## src/rtl/adc_rd_pkg.sv

```systemverilog
package adc_rd_pkg;

  typedef enum logic [1:0] {
    ST_IDLE = 2'd0,
    ST_WAIT = 2'd1,
    ST_READ = 2'd2,
    ST_GAP  = 2'd3
  } rd_state_e;

  typedef enum logic {
    PWR_FAST  = 1'b0,
    PWR_SLEEP = 1'b1
  } pwr_mode_e;

  // Clamp a parameter to a lower bound.
  function automatic int unsigned at_least(input int unsigned v, input int unsigned lo);
    return (v < lo) ? lo : v;
  endfunction

  // True once enough cycles have elapsed since the last strobe (period floor 2).
  function automatic logic period_due(input logic [31:0] elapsed, input logic [31:0] period);
    logic [31:0] eff;
    eff = (period < 32'd2) ? 32'd2 : period;
    return elapsed >= (eff - 32'd1);
  endfunction

  // True if any of the top lead_bits of a frame_bits-wide word is one.
  function automatic logic lead_nonzero(input logic [63:0] word, input int frame_bits,
                                        input int lead_bits);
    logic r;
    r = 1'b0;
    for (int i = 0; i < 64; i++) begin
      if (i >= frame_bits - lead_bits && i < frame_bits && word[i]) r = 1'b1;
    end
    return r;
  endfunction

endpackage

```

## src/rtl/adc_rd_convst.sv

```systemverilog
module adc_rd_convst
  import adc_rd_pkg::*;
#(
  parameter int unsigned LOW_CYC = 4
) (
  input  logic clk,
  input  logic rst_n,
  input  logic start_i,
  input  logic sleep_i,
  input  logic busy_fall_i,
  input  logic abort_i,
  output logic convst_n_o
);
  localparam int unsigned LOW_EFF = at_least(LOW_CYC, 1);
  localparam int unsigned CW      = $clog2(LOW_EFF + 1);

  logic [CW-1:0] low_cnt;
  logic          min_met;
  logic          release_now;

  assign min_met = (low_cnt >= CW'(LOW_EFF - 1));

  always_comb begin
    release_now = abort_i;
    if (!sleep_i && min_met) release_now = 1'b1;
    if (sleep_i && busy_fall_i) release_now = 1'b1;
  end

  always_ff @(posedge clk or negedge rst_n) begin
    if (!rst_n) begin
      convst_n_o <= 1'b1;
      low_cnt    <= '0;
    end else if (start_i) begin
      convst_n_o <= 1'b0;
      low_cnt    <= '0;
    end else if (!convst_n_o) begin
      if (release_now) convst_n_o <= 1'b1;
      if (!min_met) low_cnt <= low_cnt + 1'b1;
    end
  end

  // a new strobe is never requested while the previous one is still low
  a_r2_no_restart_low: assert property (@(posedge clk) disable iff (!rst_n)
    start_i |-> convst_n_o);

endmodule

```

## src/rtl/adc_rd_busywatch.sv

```systemverilog
module adc_rd_busywatch
  import adc_rd_pkg::*;
#(
  parameter int unsigned TIMEOUT = 1000
) (
  input  logic clk,
  input  logic rst_n,
  input  logic arm_i,
  input  logic busy_i,
  output logic busy_lvl_o,
  output logic fall_o,
  output logic timeout_o
);
  localparam int unsigned TO_EFF = at_least(TIMEOUT, 2);
  localparam int unsigned TW     = $clog2(TO_EFF + 1);

  logic          armed;
  logic          seen_hi;
  logic [TW-1:0] tcnt;

  always_ff @(posedge clk or negedge rst_n) begin
    if (!rst_n) begin
      busy_lvl_o <= 1'b0;
      armed      <= 1'b0;
      seen_hi    <= 1'b0;
      tcnt       <= '0;
      fall_o     <= 1'b0;
      timeout_o  <= 1'b0;
    end else begin
      busy_lvl_o <= busy_i;
      fall_o     <= 1'b0;
      timeout_o  <= 1'b0;
      if (arm_i) begin
        armed   <= 1'b1;
        seen_hi <= 1'b0;
        tcnt    <= '0;
      end else if (armed) begin
        if (seen_hi && !busy_lvl_o) begin
          fall_o <= 1'b1;
          armed  <= 1'b0;
        end else if (tcnt == TW'(TO_EFF - 1)) begin
          timeout_o <= 1'b1;
          armed     <= 1'b0;
        end else begin
          tcnt <= tcnt + 1'b1;
        end
        if (busy_lvl_o) seen_hi <= 1'b1;
      end
    end
  end

  // a completed busy sequence is reported with busy already low
  a_r4_fall_low: assert property (@(posedge clk) disable iff (!rst_n)
    fall_o |-> !$past(busy_lvl_o));

endmodule

```

## src/rtl/adc_rd_shifter.sv

```systemverilog
module adc_rd_shifter
  import adc_rd_pkg::*;
#(
  parameter int unsigned FRAME_BITS = 16,
  parameter int unsigned HI_CYC     = 5,
  parameter int unsigned LO_CYC     = 5,
  parameter int unsigned MIN_PHASE  = 5
) (
  input  logic                  clk,
  input  logic                  rst_n,
  input  logic                  go_i,
  input  logic                  sdata_i,
  output logic                  sclk_o,
  output logic [FRAME_BITS-1:0] frame_o,
  output logic                  done_o
);
  localparam int unsigned HI_EFF = at_least(HI_CYC, MIN_PHASE);
  localparam int unsigned LO_EFF = at_least(LO_CYC, MIN_PHASE);
  localparam int unsigned PH_MAX = (HI_EFF > LO_EFF) ? HI_EFF : LO_EFF;
  localparam int unsigned PW     = $clog2(PH_MAX + 1);
  localparam int unsigned BW     = $clog2(FRAME_BITS + 1);

  logic          active;
  logic [PW-1:0] ph_cnt;
  logic [BW-1:0] bit_cnt;
  logic          last_bit;

  assign last_bit = (bit_cnt == BW'(FRAME_BITS - 1));

  always_ff @(posedge clk or negedge rst_n) begin
    if (!rst_n) begin
      active  <= 1'b0;
      sclk_o  <= 1'b0;
      ph_cnt  <= '0;
      bit_cnt <= '0;
      frame_o <= '0;
      done_o  <= 1'b0;
    end else begin
      done_o <= 1'b0;
      if (go_i) begin
        active  <= 1'b1;
        sclk_o  <= 1'b0;
        ph_cnt  <= '0;
        bit_cnt <= '0;
      end else if (active) begin
        if (!sclk_o) begin
          if (ph_cnt == PW'(LO_EFF - 1)) begin
            sclk_o <= 1'b1;
            ph_cnt <= '0;
          end else begin
            ph_cnt <= ph_cnt + 1'b1;
          end
        end else if (ph_cnt == PW'(HI_EFF - 1)) begin
          // falling edge: capture the bit that is still held on the line
          sclk_o  <= 1'b0;
          ph_cnt  <= '0;
          frame_o <= {frame_o[FRAME_BITS-2:0], sdata_i};
          bit_cnt <= bit_cnt + 1'b1;
          if (last_bit) begin
            active <= 1'b0;
            done_o <= 1'b1;
          end
        end else begin
          ph_cnt <= ph_cnt + 1'b1;
        end
      end
    end
  end

  // the clock is left low when the frame ends
  a_r5_end_low: assert property (@(posedge clk) disable iff (!rst_n)
    done_o |-> !sclk_o);

endmodule

```

## src/rtl/adc_readout_ctrl.sv

```systemverilog
module adc_readout_ctrl
  import adc_rd_pkg::*;
#(
  parameter int unsigned DATA_W       = 12,
  parameter int unsigned LEAD_BITS    = 4,
  parameter int unsigned PERIOD_W     = 16,
  parameter int unsigned CNV_LOW_CYC  = 4,
  parameter int unsigned SCK_HI_CYC   = 5,
  parameter int unsigned SCK_LO_CYC   = 5,
  parameter int unsigned SCK_MIN_PH   = 5,
  parameter int unsigned BUSY_TIMEOUT = 1000
) (
  input  logic                clk,
  input  logic                rst_n,
  input  logic                enable_i,
  input  logic                mode_i,
  input  logic [PERIOD_W-1:0] period_i,
  input  logic                adc_busy_i,
  input  logic                adc_sdata_i,
  output logic                adc_convst_n_o,
  output logic                adc_sclk_o,
  output logic [DATA_W-1:0]   result_o,
  output logic                result_valid_o,
  output logic                err_timeout_o,
  output logic                err_proto_o
);
  localparam int unsigned FRAME_BITS = DATA_W + LEAD_BITS;

  rd_state_e             state;
  pwr_mode_e             mode_q;
  logic [PERIOD_W-1:0]   per_cnt;
  logic                  due;
  logic                  start;
  logic                  busy_lvl;
  logic                  busy_fall;
  logic                  busy_to;
  logic                  shift_done;
  logic [FRAME_BITS-1:0] frame;

  assign due   = period_due(32'(per_cnt), 32'(period_i));
  assign start = enable_i && ((state == ST_IDLE) || (state == ST_GAP && due));

  always_ff @(posedge clk or negedge rst_n) begin
    if (!rst_n) begin
      state          <= ST_IDLE;
      mode_q         <= PWR_FAST;
      per_cnt        <= '0;
      result_o       <= '0;
      result_valid_o <= 1'b0;
      err_proto_o    <= 1'b0;
    end else begin
      result_valid_o <= 1'b0;
      err_proto_o    <= 1'b0;
      if (per_cnt != '1) per_cnt <= per_cnt + 1'b1;
      case (state)
        ST_WAIT: begin
          if (busy_fall) state <= ST_READ;
          else if (busy_to) state <= ST_GAP;
        end
        ST_READ: begin
          if (shift_done) begin
            state          <= ST_GAP;
            result_o       <= frame[DATA_W-1:0];
            result_valid_o <= 1'b1;
            err_proto_o    <= lead_nonzero(64'(frame), FRAME_BITS, LEAD_BITS);
          end
        end
        ST_GAP: begin
          if (!enable_i) state <= ST_IDLE;
        end
        default: ;
      endcase
      if (start) begin
        state   <= ST_WAIT;
        mode_q  <= pwr_mode_e'(mode_i);
        per_cnt <= '0;
      end
    end
  end

  adc_rd_convst #(
    .LOW_CYC(CNV_LOW_CYC)
  ) u_convst (
    .clk        (clk),
    .rst_n      (rst_n),
    .start_i    (start),
    .sleep_i    (mode_q == PWR_SLEEP),
    .busy_fall_i(busy_fall),
    .abort_i    (busy_to),
    .convst_n_o (adc_convst_n_o)
  );

  adc_rd_busywatch #(
    .TIMEOUT(BUSY_TIMEOUT)
  ) u_busy (
    .clk       (clk),
    .rst_n     (rst_n),
    .arm_i     (start),
    .busy_i    (adc_busy_i),
    .busy_lvl_o(busy_lvl),
    .fall_o    (busy_fall),
    .timeout_o (busy_to)
  );

  assign err_timeout_o = busy_to;

  adc_rd_shifter #(
    .FRAME_BITS(FRAME_BITS),
    .HI_CYC    (SCK_HI_CYC),
    .LO_CYC    (SCK_LO_CYC),
    .MIN_PHASE (SCK_MIN_PH)
  ) u_shift (
    .clk    (clk),
    .rst_n  (rst_n),
    .go_i   (busy_fall),
    .sdata_i(adc_sdata_i),
    .sclk_o (adc_sclk_o),
    .frame_o(frame),
    .done_o (shift_done)
  );

  // the strobe is high whenever the controller is idle
  a_r11_idle_high: assert property (@(posedge clk) disable iff (!rst_n)
    (state == ST_IDLE) |-> adc_convst_n_o);
  // fast mode has released the strobe before the conversion completes
  a_r2_fast_release: assert property (@(posedge clk) disable iff (!rst_n)
    (mode_q == PWR_FAST && busy_fall) |-> adc_convst_n_o);
  // sleep mode keeps the strobe low while waiting for busy
  a_r3_sleep_hold: assert property (@(posedge clk) disable iff (!rst_n)
    (mode_q == PWR_SLEEP && state == ST_WAIT) |-> !adc_convst_n_o);
  // no serial clock while the converter reports busy
  a_r4_no_clk_busy: assert property (@(posedge clk) disable iff (!rst_n)
    busy_lvl |-> !adc_sclk_o);
  // serial clock idles low outside readout
  a_r5_sclk_idle: assert property (@(posedge clk) disable iff (!rst_n)
    (state != ST_READ) |-> !adc_sclk_o);
  // protocol error accompanies a result
  a_r7_proto_valid: assert property (@(posedge clk) disable iff (!rst_n)
    err_proto_o |-> result_valid_o);
  // valid is a single-cycle pulse
  a_r8_single_pulse: assert property (@(posedge clk) disable iff (!rst_n)
    result_valid_o |=> !result_valid_o);
  // result holds between pulses
  a_r8_result_hold: assert property (@(posedge clk) disable iff (!rst_n)
    !result_valid_o |-> $stable(result_o));
  // a new strobe starts with the serial clock idle
  a_r9_start_quiet: assert property (@(posedge clk) disable iff (!rst_n)
    start |-> !adc_sclk_o);
  // timeout releases the strobe and yields no result
  a_r10_abort: assert property (@(posedge clk) disable iff (!rst_n)
    err_timeout_o |=> (adc_convst_n_o && !result_valid_o));

endmodule

```

## config.mk

```make
export PLATFORM = sky130hd
export DESIGN_NAME = adc_readout_ctrl
export DESIGN_NICKNAME = d
export VERILOG_FILES = /design/src/rtl/adc_rd_pkg.sv /design/src/rtl/adc_rd_convst.sv /design/src/rtl/adc_rd_busywatch.sv /design/src/rtl/adc_rd_shifter.sv /design/src/rtl/adc_readout_ctrl.sv
export SDC_FILE = /design/constraint.sdc
export NUM_CORES = 1
export LEC_CHECK = 0
export ABC_AREA = 1
export CELL_PAD_IN_SITES_DETAIL_PLACEMENT = 0
export CELL_PAD_IN_SITES_GLOBAL_PLACEMENT = 1
export CORE_MARGIN = 2
export CORE_UTILIZATION = 48
export CTS_CLUSTER_DIAMETER = 100
export DETAILED_ROUTE_END_ITERATION = 8
export DONT_BUFFER_PORTS = 1
export PLACE_DENSITY_LB_ADDON = 0.15
export SYNTH_ARGS = -nofsm -noshare
export SYNTH_HDL_FRONTEND = slang
export SYNTH_SLANG_ARGS = --single-unit
```

## constraint.sdc

```tcl
create_clock -name clk -period 2.1 [get_ports clk]
set_clock_uncertainty 0.1 [all_clocks]
set_input_delay 0.21 -clock clk [delete_from_list [all_inputs] [get_ports clk]]
set_output_delay 0.21 -clock clk [all_outputs]
set_load 0.05 [all_outputs]
```

After elaboration in Yosys (flattened, before gate mapping) --
Cells that the tools add are included.
Word-level totals: word-level logic and storage cells 132, output and inout port bits 17, input bits 22, bits in registers 79
Cells by class: bitwise operators 1, eq/ne operators 14, muxes and demuxes 65, reduce and logical (&&, ||, !) cells 23, magnitude comparators 3, add/sub/neg operators 6
Operator list (count):
- 16-bit two-way mux | 3
- 1-bit two-way mux | 42
- 10-bit two-way mux | 4
- 16-bit by 32-bit greater-or-equal comparator with 1-bit output | 1
- 5-bit two-way mux | 4
- 3-bit two-way mux | 6
- 16-bit by 1-bit subtractor with 17-bit output, second input constant | 1
- 16-bit by 1-bit adder with 16-bit output, second input constant | 1
- 16-bit by 2-bit less-than comparator with 1-bit output, second input constant | 1
- 16-bit inequality test, second input constant | 1
- 2-bit nonzero test | 6
- 10-bit by 1-bit adder with 10-bit output, second input constant | 1
- 10-bit equality test, second input constant | 1
- 2-bit two-way mux | 5
- 2-bit inequality test, second input constant | 4
- 4-bit AND reduction | 2
- 3-bit by 1-bit adder with 3-bit output, second input constant | 2
- 2-bit one-hot mux with 3 select lines | 1
- 2-bit AND reduction | 3
- 3-bit AND reduction | 2
- 5-bit by 1-bit adder with 5-bit output, second input constant | 1
- 5-bit by 4-bit equality test with 1-bit output, second input constant | 1
- 1-bit logical AND | 5
- 2-bit equality test, second input constant | 2
- 11 further kinds | 12

Logic depth before layout (Yosys ltp) --
Gate-level depths: netlist (run 1).
depth after elaboration 9, gate-level depth with buffers 26, mapped depth without buffers 25

Cells and area by module --
Synthesis (run 1) repeated with hierarchy kept, for this count alone.
Second synthesis, totals: cells, all modules 583, area, all modules 4650.7 sq um
By module, submodules not included:
- adc_readout_ctrl | seq. area each 825.8 sq um, cells each 314, times used 1, area each 2402.3 sq um
- adc_rd_shifter | seq. area each 675.6 sq um, cells each 130, times used 1, area each 1193.6 sq um
- adc_rd_busywatch | seq. area each 375.4 sq um, cells each 105, times used 1, area each 802.0 sq um
- adc_rd_convst | seq. area each 101.3 sq um, cells each 34, times used 1, area each 252.7 sq um

Worst setup path after synthesis (run 1) --
Ideal clock, no wire load.
path type input to register, start in period_i[4], end reg per_cnt[11], data arrival time 2.725 ns, required time 1.878 ns, stages on the path 25, library setup time 0.122 ns, slack -0.847 ns, path buffers 1, cells stage by stage nor2_1 nand2_2 nor3b_2 nand2_1 nand2_1 ha_1 nand2_2 nor2_4 nand4_1 xor2_1 ha_1 nand2_1 inv_1 nand3_1 nor2_1 nand2_1 nand2_1 nand2_1 nand2_1 nand2_2 nand2_2 nand2_4 inv_2 buf_2 nor2_1
On the way: cells in the longest elaborated chain, start to end 8, elaborated cells between the ends (all ways) 9, those cells by class add/sub: 1; order compare: 2; mux: 2; reduce/logical: 4
RTL lines:
- start, declared | RTL line adc_readout_ctrl.sv:17 | input logic [PERIOD_W-1:0] period_i,
- 16-bit by 2-bit less-than comparator with 1-bit output | RTL line adc_rd_pkg.sv:23 | eff = (period < 32'd2) ? 32'd2 : period;
- 16-bit two-way mux * | RTL line adc_rd_pkg.sv:23
- 16-bit by 1-bit subtractor with 17-bit output * | RTL line adc_rd_pkg.sv:24 | return elapsed >= (eff - 32'd1);
- 16-bit by 32-bit greater-or-equal comparator with 1-bit output * | RTL line adc_rd_pkg.sv:24
- 1-bit logical AND * | RTL line adc_readout_ctrl.sv:41 | assign start = enable_i && ((state == ST_IDLE) || (state == ST_GAP && due));
- 1-bit logical OR * | RTL line adc_readout_ctrl.sv:41
- 1-bit logical AND * | RTL line adc_readout_ctrl.sv:41
- 16-bit two-way mux / 2-bit nonzero test (equally long branches)
- end signal, assigned | RTL line adc_readout_ctrl.sv:54 | if (per_cnt != '1) per_cnt <= per_cnt + 1'b1;
- end, declared | RTL line adc_readout_ctrl.sv:31 | logic [PERIOD_W-1:0] per_cnt;
Every way passes the cells marked *; elsewhere a longest branch is shown, timed or not. A chain may end at the register's enable or synchronous reset.

Worst setup path after layout (run 1) --
start in period_i[4], end reg per_cnt[13]
Same word-level chain as after synthesis.

==> results of run 1 <==
-- state kept, by name, summed over array words and instances, names as in the netlist, 2 cells and up --
name              flops
u_shift.frame_o      16
u_convst.low_cnt      3
u_shift.bit_cnt       5
state                 2
result_o             12
per_cnt              16
u_shift.ph_cnt        3
u_busy.tcnt          10
-- kinds of logic (layout without fill, tap and decap cells) --
kind of cell | count (synthesis) | after routing | share of synthesized area
AOI/OAI and AO/OA | 70 | 70 | 0.0853
xor gates and xnor gates | 26 | 26 | 0.0521
adders and majority gates | 30 | 30 | 0.0859
buffers and inverters | 79 | 137 | 0.0701
DFF | 79 | 79 | 0.453
muxes | 1 | 1 | 0.00258
and+or+nand+nor | 244 | 244 | 0.251
-- critical path, cell delays in order --
cell     delay (ns)
nor2_4         0.09
nand2_2        0.07
nor3b_2        0.20
nand2_1        0.13
nand2_2        0.11
ha_4           0.15
nand2_4        0.06
nor2_4         0.10
nand4_1        0.12
xor2_1         0.16
ha_1           0.27
nand2_1        0.07
inv_2          0.04
o21ai_1        0.06
nand2_1        0.06
nor2_1         0.10
nand2_1        0.06
nand2_1        0.07
nand2_2        0.06
nand2_2        0.06
nand2_2        0.06
nand2_4        0.12
inv_8          0.06
buf_12         0.13
nor3_4         0.15
-- stage by stage --
stage          total power, W  cell area, um2  hold WS [ns]  setup TNS, ns  utilization
2_1_floorplan         0.00320            4390        -0.186         -23.98            -
3_3_place_gp          0.00366            4830        -0.183         -27.50        0.551
3_5_place_dp          0.00371            4830        -0.183         -30.56        0.551
4_1_cts               0.00487            5080        -0.583         -15.35        0.580
5_1_grt               0.00537            5240        -0.582         -24.40        0.598
6_report              0.00498            5240        -0.558         -16.41        0.598
-- what timing repair did --
| action | 4_1_cts | 5_1_grt |
|---|---|---|
| setup endpoints to repair | 37 | 37 |
| pin swaps | 0 | 4 |
| hold endpoints to repair | 84 | 79 |
| setup buffers | 2 | 2 |
| cloned | 0 | 1 |
| gates resized for setup | 3 | 25 |
-- routing by layer --
metal | share of wire | track usage
met1 | 0.48 | 0.270
met2 | 0.48 | 0.301
met3 | 0.029 | 0.0394
met4 | 0.0093 | 0.0453
met5 | 0 | 0
-- placed cells by master (no fill, tap or decap), types with 12 or more instances in the layout --
cell,count
inv_1,67
xor2_1,17
o21ai_0,36
dfrtp_1,78
a21oi_1,15
ha_1,29
nand2_2,12
nand3_1,19
buf_4,41
nand2_1,112
nor2_1,56
-- area by class of cell --
class	instances	area [um2]
repair buffers	50	444
multi-input cells	371	2210
fillers	799	3520
clock inverters	7	70.1
well taps	108	135
flip-flops and latches	79	1980
clock buffers	9	124
inverters	71	274
-- worst max-delay path by stage --
stage                      from                      end  slack (ns)  depth (start not counted)
floorplan           period_i[4]  per_cnt[13]$_DFFE_PN0P_       -0.69                         25
detailed placement  period_i[4]   per_cnt[3]$_DFFE_PN0P_       -0.85                         25
global route        period_i[4]  per_cnt[13]$_DFFE_PN0P_       -0.72                         25
global placement    period_i[4]   per_cnt[8]$_DFFE_PN0P_       -0.76                         25
finish              period_i[4]  per_cnt[13]$_DFFE_PN0P_       -0.51                         25
CTS                 period_i[4]  per_cnt[13]$_DFFE_PN0P_       -0.46                         25
-- where the power goes --
part	internal [W]	switching (W)	total, W	leakage [nW]
clock network	0.000464	0.000633	0.00110	0.0959
registers	0.00182	0.000256	0.00208	1.05
logic	0.000801	0.00101	0.00181	1.38
total	0.00308	0.00189	0.00498	2.53
==> run summary, run 1 <==
Mapped Cells: 529
Worst Tran Pin Value: 0.495 ns
syn_nets: 581
FF+latch count, synth: 79
Mapped Avg Cell Area: 8.26 um2
Synth Flop Type: dfrtp_1
Congestion Overflow GR: 0
clock sinks: 79
Startpoint Class: input port
die height: 99.4 um
Async SR Flop Fraction: 1.00
CP max FO: 6
DRT Wirelength: 8960 um
1st-iter DRT viols: 184
Initial Util: 0.499
sequential share of the synthesized area: 0.453
largest net degree at the start of global routing: 80
Cell Pwr Density: 950 mW/mm2
RSZ-0062 raised after global routing: yes
Post-synth EDFFs: 0
Cells after DPL: 670
first-pass GRT wire length: 15300 um
routed vias: 3451
Synth top area share: 0.447
via count of the first global-routing pass: 3361
cts hold-fix bufs: 4
Slew Limit Fails: 0
number of routed nets with antenna violations: 0
netlist area before placement: 0.00437 mm2
WP data arrival: 2.78 ns
top cells by count, synth: 116 x nand2_1, 78 x dfrtp_1, 68 x inv_1, 62 x nor2_1, 37 x o21ai_0
share of cells above drive strength 1: 0.191
Die Wd: 99.4 um
Post-Layout Cell Count: 695
TritonCTS clock tree: built
failing checks: negative hold slack, negative setup slack
Antenna diodes: 0
core footprint: 0.00876 mm2
Hold Path Class: in -> async
upper clock frequency limit: 383 MHz
TritonCTS Buffers: 9
first-pass detailed-route iteration total: 4
Bufs on Longest Clock Path: 2
setup ws final: -0.508 ns
reg2reg start: per_cnt[1]$_DFFE_PN0P_
Pleak: 2.53 nW
period utilisation layout: 1.24
Ports: 39
later-pin clock latency in the skew report: 0.36 ns
die area: 0.00988 mm2
smallest hold slack: -0.558 ns
average wire per standard cell: 12.9 um
kind of critical path: in -> reg
Worst Setup End Kind: register
area delta synth->final: 19.9%
initial antenna violation count: 0
most numerous cell in the Yosys netlist: nand2_1
IO Port Bufs: 0
Worst slew margin: 0.670
Synth warnings: 0
Final GP Congestion: 0.870
Hold Vio Cnt, Final: 79
Crit path required time: 2.27 ns
leading area contributor after synthesis: dfrtp_1
R2R depth: 17
Setup Viol. Count Final: 37
cell types occupying the most area after synthesis: dfrtp_1 45%, nand2_1 10%, ha_1 8.6%
setup slack, reg-to-reg: -0.01 ns
Max Cap Violations: 0
clock slew at reported path FFs: 0.10 ns
dpl ws: -0.847 ns
RR Endpoint: per_cnt[13]$_DFFE_PN0P_
drt drc: 0
library cells used by synthesis: 37
total global-route track usage: 0.190
outcome: finished with violations
HPWL after DPL: 6480 um
# rows: 34
root buffer cell: clkbuf_8
nets@finish: 634
crit path time final: 2.61 ns
htree depth: 3
worst vdd ir: 0.000542 V
number of vias per cell: 4.97
Power figures use the tool's default switching activity.
==> run 2: changes to the inputs <==
CORE_UTILIZATION = 50   (was 48)
CTS_BUF_LIST = sky130_fd_sc_hd__clkbuf_8   (was default)
SKIP_CTS_REPAIR_TIMING = 1   (was default)
==> run summary, run 2 (synthesis gave the netlist of run 1 again) <==
# rows: 34
DP Area: 0.00477 mm2
Worst slew margin: 0.665
Worst Setup End Kind: register
worst vdd ir: 0.000553 V
IO Port Bufs: 0
TritonCTS clock tree: built
number of vias per cell: 5.06
commonest non-fill, non-tap cell in the layout: nand2_1
first-pass GRT wire length: 15700 um
HPWL after DPL: 6740 um
fillers: 794
initial antenna violation count: 0
failing checks: negative hold slack, negative setup slack
Final GP Congestion: 0.899
dpl ws: -0.854 ns
final instance area: 0.00520 mm2
average wire per standard cell: 13.3 um
Startpoint Class: input port
Slew Limit Fails: 0
Congestion Overflow GR: 0
Largest regs: per_cnt x16, u_shift.frame_o x16, result_o x12
nets@finish: 625
most frequent cells in the layout: 111 x nand2_1, 78 x dfrtp_1, 67 x inv_1
CP max FO: 7
period utilisation layout: 1.26
clock sinks: 79
Die Wd: 97.5 um
Pleak: 2.51 nW
outcome: finished with violations
drt drc: 0
crit path time final: 2.64 ns
largest net degree at the start of global routing: 80
Post-Layout Cell Count: 686
Hold Path Class: in -> async
later-pin clock latency in the skew report: 0.36 ns
Antenna diodes: 0
routed vias: 3470
Initial Util: 0.509
htree depth: 3
Cells after DPL: 664
Hold Vio Cnt, Final: 79
DRT Wirelength: 9110 um
1st-iter DRT viols: 156
setup ws final: -0.543 ns
WP data arrival: 2.83 ns
Bufs on Longest Clock Path: 2
die area: 0.00950 mm2
core footprint: 0.00859 mm2
area delta synth->final: 19.1%
Cell Pwr Density: 972 mW/mm2
TritonCTS Buffers: 9
share of cells above drive strength 1: 0.199
Crit path required time: 2.29 ns
kind of critical path: in -> reg
Max Cap Violations: 0
Worst Tran Pin Value: 0.503 ns
Ports: 39
RSZ-0062 raised after global routing: yes
total global-route track usage: 0.202
Setup Viol. Count Final: 37
number of routed nets with antenna violations: 0
root buffer cell: clkbuf_8
setup slack, reg-to-reg: -0.02 ns
die height: 97.5 um
reg2reg start: per_cnt[1]$_DFFE_PN0P_
first-pass detailed-route iteration total: 4
via count of the first global-routing pass: 3552
upper clock frequency limit: 378 MHz
clock slew at reported path FFs: 0.10 ns
smallest hold slack: -0.572 ns
Setup crit start: period_i[4]
-- run 2: cell types whose count changed in the layout (fill, tap and decap cells not counted), sizes merged --
cell / before / now
inv: 76 / 73
clkinv: 1 / 2
buf: 45 / 36
bufinv: 0 / 2
-- run 2: worst paths after layout --
check	cells past startpoint	end
min in group clk	4	u_convst.convst_n_o$_DFF_PN1_
worst max register to register	17	per_cnt[13]$_DFFE_PN0P_
worst min-delay path	0	result_o[9]$_DFFE_PN0P_
max in group asynchronous	0	u_convst.convst_n_o$_DFF_PN1_
worst min register to register	2	u_shift.frame_o[4]$_DFFE_PN0P_
worst max-delay path	25	per_cnt[13]$_DFFE_PN0P_
-- run 2: worst max-delay path, stage by stage --
cell and delay [ns]:
nor2_4 0.09, nand2_2 0.07, nor3b_2 0.21, nand2_1 0.12, nand2_2 0.11, ha_4 0.15, nand2_4 0.06, nor2_4 0.13
nand4_1 0.12, xor2_1 0.18, ha_1 0.30, nand2_2 0.06, inv_2 0.04, nand3_2 0.07, a21oi_2 0.04, nor2_2 0.10
nand2_1 0.05, nand2_1 0.05, nand2_1 0.06, nand2_2 0.07, nand2_2 0.06, nand2_4 0.11, inv_8 0.05, clkbuf_16 0.16
nor3_2 0.15
-- run 2: cell type report --
cell class              count  area, um2  share of cell area
flip-flops and latches     79       1980               0.380
clock inverters             7        105              0.0202
repair buffers             41        372              0.0714
multi-input cells         371       2220               0.426
inverters                  71        274              0.0527
clock buffers               9        124              0.0238
well taps                 108        135              0.0260
-- run 2: per-layer routing --
| metal | GRT usage | part of all wire | vias up |
|---|---|---|---|
| li1 | - | - | 1780 |
| met1 | 0.259 | 0.45 | 1618 |
| met2 | 0.333 | 0.49 | 55 |
| met3 | 0.0475 | 0.038 | 17 |
| met4 | 0.0791 | 0.022 | 0 |
| met5 | 0 | 0 | - |
-- run 2: through the flow --
stage / hold slack [ns] / TNS (ns) / total power, W / utilization
after floorplan: -0.186 / -23.98 / 0.00320 / -
after CTS: -0.580 / -16.93 / 0.00497 / 0.582
final: -0.572 / -18.62 / 0.00506 / 0.606
after detailed placement: -0.185 / -30.59 / 0.00367 / 0.555
after global placement: -0.184 / -26.51 / 0.00361 / 0.555
after global routing: -0.595 / -27.34 / 0.00545 / 0.606
-- run 2: report_power, final --
part / switching [W] / leakage (nW) / internal, W
clock network: 0.000607 / 0.112 / 0.000686
logic: 0.000958 / 1.34 / 0.000728
registers: 0.000259 / 1.05 / 0.00182
